`src/rtl/pss_pkg.sv`:
```
package pss_pkg;

   localparam int unsigned MAX_STEPS = 32;
   localparam int unsigned MAX_QUAL_W = 32;

   // Start gate terms, all must be true together for a start.
   typedef struct packed {
      logic cont_ok;
      logic no_conflict;
      logic trigger;
      logic qualified;
      logic idle;
   } pss_gate_t;

   function automatic logic gate_open(input pss_gate_t g);
      return g.cont_ok & g.no_conflict & g.trigger & g.qualified & g.idle;
   endfunction

endpackage

```
`src/rtl/pss_qual_timer.sv`:
```
module pss_qual_timer #(
   parameter int unsigned QUAL_W = 16
) (
   input  logic              clk,
   input  logic              rst,
   input  logic              start_raw,
   input  logic              running,
   input  logic [QUAL_W-1:0] qual_len,
   output logic              qualified
);

   logic              cond;
   logic [QUAL_W-1:0] held_q;

   assign cond = start_raw & ~running;

   // Count consecutive cycles of the start condition and saturate at the limit.
   always_ff @(posedge clk) begin
      if (rst || !cond) begin
         held_q <= '0;
      end else if (held_q < qual_len) begin
         held_q <= held_q + 1'b1;
      end
   end

   assign qualified = cond & (held_q >= qual_len);

   // a cycle without the condition restarts the count
   a_r2_restart: assert property (@(posedge clk) disable iff (rst)
      !cond |=> (!qualified || qual_len == '0));

endmodule

```
`src/rtl/pss_step_chain.sv`:
```
module pss_step_chain #(
   parameter int unsigned N_STEPS = 8
) (
   input  logic               clk,
   input  logic               rst,
   input  logic               cont_ok,
   input  logic               start_go,
   input  logic               seq_clear,
   input  logic [N_STEPS-1:0] step_cplt,
   output logic               running,
   output logic [N_STEPS-1:0] steps,
   output logic               done
);

   localparam int unsigned LAST = N_STEPS - 1;

   logic [N_STEPS-1:0] adv;
   logic               done_set;

   // Advance terms: the head step needs only running, the others need
   // their predecessor set and completed.
   for (genvar i = 0; i < N_STEPS; i++) begin : g_step
      if (i == 0) begin : g_head
         assign adv[i] = ~steps[0];
      end else begin : g_link
         assign adv[i] = ~steps[i] & steps[i-1] & step_cplt[i-1];
      end
   end

   assign done_set = steps[LAST] & step_cplt[LAST] & ~done;

   always_ff @(posedge clk) begin
      if (rst || seq_clear) begin
         running <= 1'b0;
         steps   <= '0;
         done    <= 1'b0;
      end else if (cont_ok) begin
         if (start_go) begin
            running <= 1'b1;
         end
         if (running) begin
            steps <= steps | adv;
            if (done_set) begin
               done <= 1'b1;
            end
         end
      end
   end

   // no movement without the continue permissive
   a_r8_freeze: assert property (@(posedge clk) disable iff (rst)
      (!cont_ok && !seq_clear) |=> ($stable(steps) && $stable(done) && $stable(running)));

   // a clear empties the whole sequence state
   a_r10_clear: assert property (@(posedge clk) disable iff (rst)
      seq_clear |=> (steps == '0 && !running && !done));

   // step bits exist only inside a running sequence
   a_r5_idle_empty: assert property (@(posedge clk) disable iff (rst)
      !running |-> (steps == '0 && !done));

endmodule

```
`src/rtl/pss_cmd_decode.sv`:
```
module pss_cmd_decode #(
   parameter int unsigned N_STEPS = 8
) (
   input  logic               cont_ok,
   input  logic               running,
   input  logic [N_STEPS-1:0] steps,
   input  logic               done,
   output logic [N_STEPS-1:0] cmd
);

   logic [N_STEPS-1:0] nxt;

   for (genvar i = 0; i < N_STEPS; i++) begin : g_cmd
      if (i == N_STEPS - 1) begin : g_tail
         assign nxt[i] = done;
      end else begin : g_mid
         assign nxt[i] = steps[i+1];
      end
      assign cmd[i] = cont_ok & running & steps[i] & ~nxt[i];
   end

endmodule

```
`src/rtl/perm_step_seq.sv`:
```
module perm_step_seq #(
   parameter int unsigned N_STEPS = 8,
   parameter int unsigned QUAL_W  = 16
) (
   input  logic               clk,
   input  logic               rst,
   input  logic               cont_ok,
   input  logic               no_conflict,
   input  logic               start_raw,
   input  logic               trigger,
   input  logic [N_STEPS-1:0] step_cplt,
   input  logic               abort_req,
   input  logic [QUAL_W-1:0]  qual_len,
   output logic               running,
   output logic [N_STEPS-1:0] steps,
   output logic               done,
   output logic               seq_reset,
   output logic [N_STEPS-1:0] cmd
);

   import pss_pkg::*;

   localparam int unsigned LAST = N_STEPS - 1;

   if (N_STEPS < 1 || N_STEPS > MAX_STEPS) begin : g_bad_steps
      $error("perm_step_seq: N_STEPS out of range");
   end
   if (QUAL_W < 1 || QUAL_W > MAX_QUAL_W) begin : g_bad_qual
      $error("perm_step_seq: QUAL_W out of range");
   end

   logic      qualified;
   logic      start_go;
   pss_gate_t gate;

   pss_qual_timer #(.QUAL_W(QUAL_W)) i_qual (
      .clk       (clk),
      .rst       (rst),
      .start_raw (start_raw),
      .running   (running),
      .qual_len  (qual_len),
      .qualified (qualified)
   );

   assign gate.cont_ok     = cont_ok;
   assign gate.no_conflict = no_conflict;
   assign gate.trigger     = trigger;
   assign gate.qualified   = qualified;
   assign gate.idle        = ~running;
   assign start_go         = gate_open(gate);

   assign seq_reset = (cont_ok & running & done) | abort_req;

   pss_step_chain #(.N_STEPS(N_STEPS)) i_chain (
      .clk       (clk),
      .rst       (rst),
      .cont_ok   (cont_ok),
      .start_go  (start_go),
      .seq_clear (seq_reset),
      .step_cplt (step_cplt),
      .running   (running),
      .steps     (steps),
      .done      (done)
   );

   pss_cmd_decode #(.N_STEPS(N_STEPS)) i_cmd (
      .cont_ok (cont_ok),
      .running (running),
      .steps   (steps),
      .done    (done),
      .cmd     (cmd)
   );

   // a start needs every permissive in the preceding cycle
   a_r3_start_gate: assert property (@(posedge clk) disable iff (rst)
      $rose(running) |-> $past(cont_ok && no_conflict && trigger && start_raw));

   // done appears only after the last step completed
   a_r6_done_last: assert property (@(posedge clk) disable iff (rst)
      $rose(done) |-> (steps[LAST] && $past(step_cplt[LAST])));

   // never two commands at once
   a_r9_cmd_onehot: assert property (@(posedge clk) disable iff (rst)
      $onehot0(cmd));

endmodule

```
`config.mk`:
```
export PLATFORM = sky130hd
export DESIGN_NAME = perm_step_seq
export DESIGN_NICKNAME = d
export VERILOG_FILES = /design/src/rtl/pss_pkg.sv /design/src/rtl/pss_qual_timer.sv /design/src/rtl/pss_step_chain.sv /design/src/rtl/pss_cmd_decode.sv /design/src/rtl/perm_step_seq.sv
export SDC_FILE = /design/constraint.sdc
export NUM_CORES = 1
export LEC_CHECK = 0
export BUFFER_PORTS_ARGS = -buffer_cell sky130_fd_sc_hd__buf_2
export CAP_MARGIN = 20
export CORE_ASPECT_RATIO = 1.5
export CORE_MARGIN = 2
export CORE_UTILIZATION = 51
export CTS_CLUSTER_SIZE = 10
export DETAILED_ROUTE_END_ITERATION = 8
export PLACE_DENSITY = 0.8
export REMOVE_ABC_BUFFERS = 1
export SETUP_SLACK_MARGIN = 0.3
export SYNTH_ARGS = -nofsm -noshare
export SYNTH_HDL_FRONTEND = slang
export SYNTH_SLANG_ARGS = --single-unit
```
`constraint.sdc`:
```
create_clock -name clk -period 3.8 [get_ports clk]
set_clock_uncertainty 0.15 [all_clocks]
set_input_delay 0.57 -clock clk [delete_from_list [all_inputs] [get_ports clk]]
set_output_delay 0.57 -clock clk [all_outputs]
set_load 0.02 [all_outputs]
```
==> summary.txt, run 1 <==
Status
  – Outcome: finished clean

GRT
  – GRT overflow: 0
  – GRT Overall Usage: 0.2055
  – First-pass GRT wire length: 5954 um
  – Largest net degree at the start of global routing: 29
  – Number of global-route vias before repair: about 1500
  – Initial antenna violation count: 0

Placed design
  – Worst slack at placement: 0.3796 ns
  – Placed Cells: 284
  – Port Buffers: 49
  – Gpl congestion: 0.8333
  – DP HPWL: around 2600 um
  – Post-DP Area: 1847 sq um

Drt
  – Avg WL per Cell: 12.13 um
  – DR DRC count: 0
  – Via Count: 1577
  – Drt total wl: 3493 um
  – Post-route antenna net violation count: 0
  – Pre-antenna DRT Iters: 4
  – Vias per cell: 5.476
  – Iter 0 DRT Violations: 21

Clocking
  – CTS Hold Buffers Added: 0
  – H-Tree Level Count: 1
  – Clk_lat worst skew: 0.27 ns
  – Sink Count: 26
  – Reg clk slew, reported paths: 0.09 ns
  – Post-CTS Resized: 0
  – Setup bufs post-CTS: 0
  – Clk buf depth: 2
  – Root Buffer: clkbuf_8
  – Num CTS Buffers: 3
  – CTS tree: done

Floorplanning
  – Floorplan row count: 24
  – Die W: roughly 50 um
  – Die ar.: 3606 sq um
  – Starting density of the core: 0.5429
  – I/O Pins: 50
  – Core Region: roughly 2900 sq um
  – Height of the die: 72.55 um

Final layout
  – Antenna diodes: 0
  – Final #Nets: roughly 300
  – Final instance area: 1918 sq um
  – Area grow syn2layout: 20.05%
  – Fin cells: 288
  – Layout cells sized above 1: 0.2209

Worst setup path
  – Crit Path Max Fanout: 28
  – Crit-path max cell delay: around 0.66 ns
  – Worst setup path class: in -> reg
  – Required @ worst endpoint: 3.83 ns
  – Slowest-stage cell, CP: or3_1
  – Crit path launch type: input pin
  – CP delay by family, top: simple AND/OR/NAND/NOR gates
  – Count of buffer and inverter cells on the critical path: 2
  – Crit path capture type: flop
  – Critical path arrival: 3.20 ns
  – Crit path cell chain: buf_2 > inv_1 > ha_1 > a211oi_2 > nor2_1 > or4_4 > or3_1 > or4_1 > a21oi_1

Synthesis
  – Yosys warnings: 0
  – Seq/Total Area, Yosys: 0.3258
  – Cells after Synth: between 200 and 250
  – Mapped Area: 1598 sq um
  – Synth top area cells: dfxtp_1 (33%), ha_1 (13%), a21oi_1 (6.0%)
  – Yosys top cell area share: 0.3258
  – Yosys top cell by area: dfxtp_1
  – Synthesized area per cell: 7.832 sq um
  – Post-synthesis register bit count: 26
  – Number of distinct library cells after synthesis: 29

STA
  – Min Tclk post-route: 3.168 ns
  – Fmax: 315.7 MHz
  – Tcrit/Tclk final: 0.8336
  – Final worst slack: 0.6325 ns
  – Max Transition Viols Final: 0
  – Setup violators final: 0
  – Final Hold Vio Count: 0
  – RSZ-0062 raised after global routing: false
  – Relative slew slack: 0.4715
  – Worst-Margin Slew: 0.7927 ns
  – Fin Setup TNS: 0 ns

Worst hold path
  – Hold crit path type: reg -> reg

Power
  – Final Power: 543.0 uW
  – Combinational share of power: 0.073
  – Worst VDD drop: 0.2373 mV
  – Power density cells: about 280 nW/um^2
  – Sw Pwr: 108.8 uW
  – Int Power: around 430 uW
  – Part of the power in registers: 0.506
  – Leak Pwr: 0.8999 nW
  – Sw frac: 0.2003
  – Clock group share of total power: 0.421

Run
  – Max cap viols: 0
[state kept, by name, summed over array words and instances, names as in the netlist]
register	cells
i_chain.done	1
i_chain.running	1
i_chain.steps	8
i_qual.held_q	16
[cells in the mapped netlist (all sizes together)]
master and n:
dfxtp 26, nor2 22, inv 20, a21oi 19, nand2 18, ha 17
or4 13, o31ai 11, nand3 10, a31oi 8, clkbuf 6, o21ai 5
and3 4, nand4 4, nor3 3, a21o 2, and2 2, and4 2
buf 2, or3 2, xnor2 2, a2111oi 1, a211oi 1, nand2b 1
nor2b 1, nor4b 1, o21bai 1
[worst paths after layout]
| kind | slack [ns] | from | depth (start not counted) | endpoint |
|---|---|---|---|---|
| worst max-delay path | 0.63 | qual_len[13] | 9 | i_qual.held_q[6]$_SDFFE_PP0P_ |
| worst min-delay path | 0.36 | i_qual.held_q[12]$_SDFFE_PP0P_ | 2 | i_qual.held_q[12]$_SDFFE_PP0P_ |
| worst max register to register | 0.69 | i_qual.held_q[13]$_SDFFE_PP0P_ | 7 | i_qual.held_q[6]$_SDFFE_PP0P_ |
| worst min register to register | 0.36 | i_qual.held_q[12]$_SDFFE_PP0P_ | 2 | i_qual.held_q[12]$_SDFFE_PP0P_ |
[worst min-delay path: stages, from the launching register on]
cell	delay, ns
dfxtp_1	0.34
o31ai_1	0.07
a21oi_1	0.05
[per-layer routing]
| metal | share of wire | up-vias | track usage |
|---|---|---|---|
| li1 | - | 827 | - |
| met1 | 0.43 | 687 | 0.2297 |
| met2 | 0.49 | 59 | 0.3793 |
| met3 | 0.062 | 4 | 0.01852 |
| met4 | 0.013 | 0 | 0.1080 |
| met5 | 0 | - | 0 |
[through the flow]
stage	utilization	hold slack, ns
global route	0.6518	0.3856
detailed placement	0.6276	0.3438
finish	0.6518	0.3552
CTS	0.6518	0.3568
floorplan	-	0.3056
global placement	0.6276	0.3341
[layout make-up]
cell class | instances | area, sq um
Clock buffer | 3 | 41.29
Clock inverter | 1 | 30.03
Timing Repair Buffer | 49 | 245.2
Fill cell | 273 | 1025
Sequential cell | 26 | 520.5
Multi-Input combinational cell | 150 | 957.2
Inverter | 20 | 75.07
Tap cell | 39 | 48.80
[placed cells by master, fill, tap and decap left out]
master	n
nor2b_1	1
and3_1	4
o21ai_1	3
nor4b_1	1
o21ai_0	2
and4_1	2
nand4_1	4
a21o_1	2
a211oi_2	1
inv_1	20
or3_1	2
nand3_1	10
a31oi_1	8
buf_2	49
ha_1	17
bufinv_16	1
and2_1	2
xnor2_1	2
nand2_1	18
nor2_1	22
nand2b_1	1
o31ai_1	11
or4_1	12
nor3_1	3
a21oi_1	19
a2111oi_0	1
clkbuf_8	3
dfxtp_1	26
or4_4	1
o21bai_1	1
[kinds of logic after synthesis]
group | share of synthesized area
and+or+nand+nor | 0.2694
AOI/OAI and AO/OA | 0.1856
buffers and inverters | 0.07517
DFF | 0.3258
adders and majority gates | 0.1331
xor gates and xnor gates | 0.01097
[power groups by stage]
stage,Combinational (mW),Sequential [mW],Clock (mW)
after floorplan,0.0201,0.281,0
after global placement,0.0386,0.281,0
after detailed placement,0.0397,0.281,0
after CTS,0.0400,0.275,0.233
after global routing,0.0466,0.275,0.244
final,0.0396,0.275,0.228
Power figures use the tool's default switching activity.
==> run 2, diff against run 1 <==
Clock period 3.8 ns to 3.05 ns, I/O delays scaled along.
==> summary.txt, run 2 (synthesis gave the netlist of run 1 again) <==
Status
  – Outcome: finished clean (unchanged)

Drt
  – Vias per cell: 5.834 (was 5.476)
  – Post-route antenna net violation count: 0 (unchanged)
  – Via Count: 1762 (was 1577)
  – Avg WL per Cell: 14.32 um (was 12.13 um)
  – Pre-antenna DRT Iters: 4 (unchanged)
  – Iter 0 DRT Violations: 23 (was 21)
  – DR DRC count: 0 (unchanged)
  – Drt total wl: 4325 um (was 3493 um)

Final layout
  – Largest register FFs: 16 (unchanged)
  – Most frequent cells in the layout: buf_2 (49), nor2_1 (22), dfxtp_1 (21) (was buf_2 (49), dfxtp_1 (26), nor2_1 (22))
  – Post-Route Utilization: 0.7406 (was 0.6518)
  – Most common cell after layout, fill and taps aside: buf_2 (unchanged)
  – Largest Register: i_qual.held_q (unchanged)
  – Biggest regs: i_qual.held_q (16), i_chain.steps (8) (unchanged)
  – Layout cells sized above 1: 0.3536 (was 0.2209)
  – Fin cells: 302 (was 288)
  – Antenna diodes: 0 (unchanged)
  – Number of fillers in the final layout: 238 (was 273)
  – Final #Nets: 312 (was 298)
  – Area grow syn2layout: 36.41% (was 20.05%)

GRT
  – Largest net degree at the start of global routing: 19 (was 29)
  – GRT overflow: 0 (unchanged)
  – GRT Overall Usage: 0.2476 (was 0.2055)
  – First-pass GRT wire length: 7113 um (was 5954 um)
  – Initial antenna violation count: 0 (unchanged)
  – Number of global-route vias before repair: 1701 (was 1518)

Worst setup path
  – CP delay by family, top: simple AND/OR/NAND/NOR gates (unchanged)
  – Crit-path max cell delay: 0.51 ns (was 0.66 ns)
  – Count of buffer and inverter cells on the critical path: 1 (was 2)
  – Crit path launch type: flop (was input pin)
  – Worst setup path class: reg -> reg (was in -> reg)
  – Slowest-stage cell, CP: or4_4 (was or3_1)
  – Critical path arrival: 2.81 ns (was 3.20 ns)
  – Most used cell, CP: or4_4
  – Crit Path Max Fanout: 7 (was 28)
  – Crit path capture type: flop (unchanged)
  – Crit path cell chain: ha_1 > a21oi_1 > nor2_1 > or4_4 > or3_4 > buf_12 > or4_4 > a21oi_2 (was buf_2 > inv_1 > ha_1 > a211oi_2 > nor2_1 > or4_4 > or3_1 > or4_1 > a21oi_1)
  – Required @ worst endpoint: 3.09 ns (was 3.83 ns)

Clocking
  – Sink Count: 26 (unchanged)
  – Reg clk slew, reported paths: 0.09 ns (about the same)
  – Clk buf depth: 2 (unchanged)
  – CTS Hold Buffers Added: 0 (unchanged)
  – Num CTS Buffers: 3 (unchanged)
  – H-Tree Level Count: 1 (unchanged)
  – CTS tree: done (unchanged)
  – Clk_lat worst skew: 0.27 ns (about the same)
  – Root Buffer: clkbuf_8 (unchanged)

STA
  – Relative slew slack: 0.5063 (was 0.4715)
  – Worst-Margin Slew: 0.7385 ns (was 0.7927 ns)
  – Max Transition Viols Final: 0 (unchanged)
  – Final Hold Vio Count: 0 (unchanged)
  – Fmax: 360.8 MHz
  – Final worst slack: 0.2782 ns (was 0.6325 ns)
  – Min Tclk post-route: between 2 and 3 ns
  – RSZ-0062 raised after global routing: true (was false)
  – Setup violators final: 0 (unchanged)
  – Tcrit/Tclk final: 0.9088

Worst hold path
  – Hold crit path type: in -> reg (was reg -> reg)

Power
  – Leak Pwr: 0.9955 nW (was 0.8999 nW)
  – Power density cells: 316.5 nW/um^2 (was 283.1 nW/um^2)
  – Worst VDD drop: 0.2729 mV (was 0.2373 mV)
  – Final Power: 689.9 uW (was 543.0 uW)

Floorplanning
  – Die ar.: 3606 sq um (unchanged)
  – Floorplan row count: 24 (unchanged)
  – Core Region: 2943 sq um (unchanged)
  – Height of the die: 72.55 um (unchanged)
  – I/O Pins: 50 (unchanged)
  – Starting density of the core: 0.5429 (unchanged)
  – Die W: 49.70 um (unchanged)

Placed design
  – Worst slack at placement: -0.03247 ns (was 0.3796 ns)
  – Placed Cells: 289 (was 284)
  – Gpl congestion: 0.8096 (was 0.8333)
  – Port Buffers: 49 (unchanged)
  – DP HPWL: 2726 um (was 2628 um)

Run
  – Max cap viols: 0 (unchanged)
[run 2: final timing paths]
kind                                  start                              to  slack (ns)  cells past startpoint
max          i_qual.held_q[11]$_SDFFE_PP0P_  i_qual.held_q[10]$_SDFFE_PP0P_        0.28                      8
max reg2reg  i_qual.held_q[11]$_SDFFE_PP0P_  i_qual.held_q[10]$_SDFFE_PP0P_        0.28                      8
min reg2reg  i_qual.held_q[15]$_SDFFE_PP0P_  i_qual.held_q[15]$_SDFFE_PP0P_        0.34                      2
min                            step_cplt[6]   i_chain.steps[7]$_SDFFE_PP0P_        0.28                      3
[run 2: routing by layer]
metal,global-route usage,wire length (um)
met2,0.4578,2196
met1,0.2606,1740
met4,0.1574,177
met5,0,0
met3,0.02881,210
[run 2: final cells by class]
type	instances	area, sq um	share of cell area
multi-input cells	150	1055	0.4839
clock buffers	3	41.29	0.01894
repair buffers	63	402.9	0.1848
clock inverters	1	30.03	0.01378
well taps	39	48.80	0.02239
flip-flops and latches	26	526.8	0.2417
inverters	20	75.07	0.03444
[run 2: worst reg2reg max path, cell delays in order, from the launching register on]
cell,delay (ns)
dfxtp_2,0.34
ha_1,0.28
a21oi_1,0.16
nor2_1,0.06
or4_4,0.48
or3_4,0.40
buf_12,0.16
or4_4,0.51
a21oi_2,0.15
[run 2: what timing repair did]
action	4_1_cts	5_1_grt
gates resized for setup	18	12
cloned	2	0
endpoints found under the setup margin	11	14
pin swaps	10	10
buffers inserted	7	0
[run 2: metrics by stage]
step                      hold slack [ns]  TNS [ns]  cell area (sq um)
after detailed placement           0.3309   -0.2007               1897
after CTS                          0.2812         0               2135
after global routing               0.2766         0               2180
final                              0.2759         0               2180
after global placement             0.3191         0               1897
after floorplan                    0.3056         0               1553
[run 2: where the power goes]
group / switching (mW) / total, mW / internal [mW] / leakage, nW
Clock: 0.116 / 0.292 / 0.176 / 0.0357
Sequential: 0.00215 / 0.343 / 0.340 / 0.212
Combinational: 0.0282 / 0.0553 / 0.0271 / 0.748
==> run 3, diff against run 2 <==
Settings changed: CORE_ASPECT_RATIO 1.5 to 0.7.
==> summary.txt, run 3 (synthesis gave the netlist of run 1 again) <==
Drt
  – DR DRC count: 0 (unchanged)
  – Post-route antenna net violation count: 0 (unchanged)
  – Pre-antenna DRT Iters: 4 (unchanged)
  – Avg WL per Cell: 13.51 um (was 14.32 um)
  – Via Count: 1630 (was 1762)
  – Vias per cell: 5.507 (was 5.834)
  – Drt total wl: 3998 um (was 4325 um)
  – Iter 0 DRT Violations: 119 (was 23)

Clocking
  – Clk buf depth: 2 (unchanged)
  – CTS Hold Buffers Added: 0 (unchanged)
  – CTS tree: done (unchanged)
  – Reg clk slew, reported paths: 0.09 ns (about the same)
  – Sink Count: 26 (unchanged)
  – Root Buffer: clkbuf_8 (unchanged)
  – Num CTS Buffers: 3 (unchanged)
  – H-Tree Level Count: 1 (unchanged)
  – Clk_lat worst skew: 0.27 ns (about the same)

Placed design
  – Worst slack at placement: -0.04866 ns (was -0.03247 ns)
  – Gpl congestion: 0.8124 (was 0.8096)
  – DP HPWL: 2854 um (was 2726 um)
  – Placed Cells: 285 (was 289)
  – Port Buffers: 49 (unchanged)

Final layout
  – Most frequent cells in the layout: buf_2 (49), nor2_1 (22), dfxtp_1 (20) (was buf_2 (49), nor2_1 (22), dfxtp_1 (21))
  – Area grow syn2layout: 33.91% (was 36.41%)
  – Largest Register: i_qual.held_q (unchanged)
  – Largest register FFs: 16 (unchanged)
  – Post-Route Utilization: 0.7422 (was 0.7406)
  – Final #Nets: 309 (was 312)
  – Antenna diodes: 0 (unchanged)
  – Biggest regs: i_qual.held_q (16), i_chain.steps (8) (unchanged)
  – Fin cells: 296 (was 302)
  – Layout cells sized above 1: 0.3462 (was 0.3536)
  – Most common cell after layout, fill and taps aside: buf_2 (unchanged)

Worst setup path
  – Required @ worst endpoint: 3.09 ns (about the same)
  – R2r setup slk: 0.23 ns (was 0.28 ns)
  – Reg-to-Reg End: i_qual.held_q[14]$_SDFFE_PP0P_ (was i_qual.held_q[10]$_SDFFE_PP0P_)
  – Critical path arrival: 2.87 ns (was 2.81 ns)
  – Worst setup path class: in -> reg (was reg -> reg)
  – FF-to-FF path depth: 8 (unchanged)
  – Crit path capture type: flop (unchanged)
  – Critical R2R Launch: i_qual.held_q[14]$_SDFFE_PP0P_ (was i_qual.held_q[11]$_SDFFE_PP0P_)
  – Crit Path Max Fanout: 8 (was 7)
  – Crit path launch type: input pin (was flop)

GRT
  – GRT Overall Usage: 0.2250 (was 0.2476)
  – First-pass GRT wire length: 6492 um (was 7113 um)
  – Number of global-route vias before repair: 1461 (was 1701)
  – GRT overflow: 0 (unchanged)
  – Largest net degree at the start of global routing: 19 (unchanged)
  – Initial antenna violation count: 0 (unchanged)

STA
  – Relative slew slack: 0.5645 (was 0.5063)
  – Fin Setup TNS: 0 ns (unchanged)
  – Tcrit/Tclk final: 0.9280 (was 0.9088)
  – Min Tclk post-route: 2.831 ns (was 2.772 ns)
  – Setup violators final: 0 (unchanged)
  – Max Transition Viols Final: 0 (unchanged)
  – Worst-Margin Slew: 0.6514 ns (was 0.7385 ns)
  – Fmax: 353.3 MHz (was 360.8 MHz)
  – Final worst slack: 0.2195 ns (was 0.2782 ns)
  – Final hold slack: 0.2832 ns (was 0.2759 ns)
  – RSZ-0062 raised after global routing: true (unchanged)
  – Final Hold Vio Count: 0 (unchanged)

Floorplanning
  – Floorplan row count: 16 (was 24)
  – Core Region: 2883 sq um (was 2943 sq um)
  – Height of the die: 50.83 um (was 72.55 um)
  – Die W: 70.90 um (was 49.70 um)
  – Starting density of the core: 0.5543 (was 0.5429)
  – I/O Pins: 50 (unchanged)
  – Die ar.: 3604 sq um (was 3606 sq um)

Power
  – Worst VDD drop: 0.2220 mV (was 0.2729 mV)
  – Power density cells: 290.4 nW/um^2 (was 316.5 nW/um^2)
  – Leak Pwr: 0.9653 nW (was 0.9955 nW)

Worst hold path
  – WHS Path Cells: 3 (unchanged)
  – Hold crit path type: in -> reg (unchanged)
  – Hold path startpoint: step_cplt[2] (was step_cplt[6])
  – Hold path endpoint: i_chain.steps[3]$_SDFFE_PP0P_ (was i_chain.steps[7]$_SDFFE_PP0P_)

Status
  – Outcome: finished clean (unchanged)

Run
  – Max cap viols: 0 (unchanged)
run 3: cell type report:
cell class,instances,area (sq um)
Inverter,20,75.07
Clock buffer,4,55.05
Tap cell,36,45.04
Fill cell,213,743.2
Timing Repair Buffer,60,360.3
Sequential cell,26,530.5
Multi-Input combinational cell,150,1074
run 3: metrics by stage:
step / cell area (sq um) / total power, mW
detailed placement: 1873 / 0.4017
global placement: 1873 / 0.3995
finish: 2140 / 0.6213
CTS: 1983 / 0.6208
floorplan: 1553 / 0.3750
global route: 2140 / 0.6487
run 3: timing repair:
| item | in CTS | in global routing |
|---|---|---|
| setup endpoints to repair | 11 | 15 |
| hold endpoints to repair | 0 | 0 |
| pin swaps | 2 | 17 |
| buffers inserted | 3 | 3 |
| cloned | 0 | 1 |
| resized for setup | 10 | 22 |
run 3: worst max-delay path by stage:
stage | start | end | slack (ns)
2_1_floorplan | qual_len[13] | i_qual.held_q[10]$_SDFFE_PP0P_ | 0.05
3_3_place_gp | qual_len[13] | i_qual.held_q[11]$_SDFFE_PP0P_ | 0.03
3_5_place_dp | qual_len[13] | i_qual.held_q[9]$_SDFFE_PP0P_ | -0.05
4_1_cts | i_qual.held_q[15]$_SDFFE_PP0P_ | i_qual.held_q[9]$_SDFFE_PP0P_ | 0.30
5_1_grt | i_qual.held_q[13]$_SDFFE_PP0P_ | i_qual.held_q[14]$_SDFFE_PP0P_ | 0.17
6_report | qual_len[14] | i_qual.held_q[14]$_SDFFE_PP0P_ | 0.22
run 3: layer usage:
metal,routed length (um),vias to the layer above,GRT usage,share of wire
li1,-,853,-,-
met1,1976,742,0.3167,0.49
met2,1839,35,0.3660,0.46
met3,182,0,0.04931,0.046
met4,0,0,0.02830,0
met5,0,-,0,0
run 3: where the power goes:
| part | switching, mW | internal, mW | total (mW) |
|---|---|---|---|
| sequential | 0.00204 | 0.339 | 0.341 |
| clock | 0.107 | 0.115 | 0.222 |
| combinational | 0.0293 | 0.0284 | 0.0577 |
run 3: critical path, cell delays in order:
cell	delay, ns
buf_2	0.10
inv_1	0.09
ha_4	0.22
nand4_1	0.15
nor2_1	0.06
or4_4	0.55
or3_4	0.44
buf_8	0.15
or4_4	0.51
a21oi_2	0.14
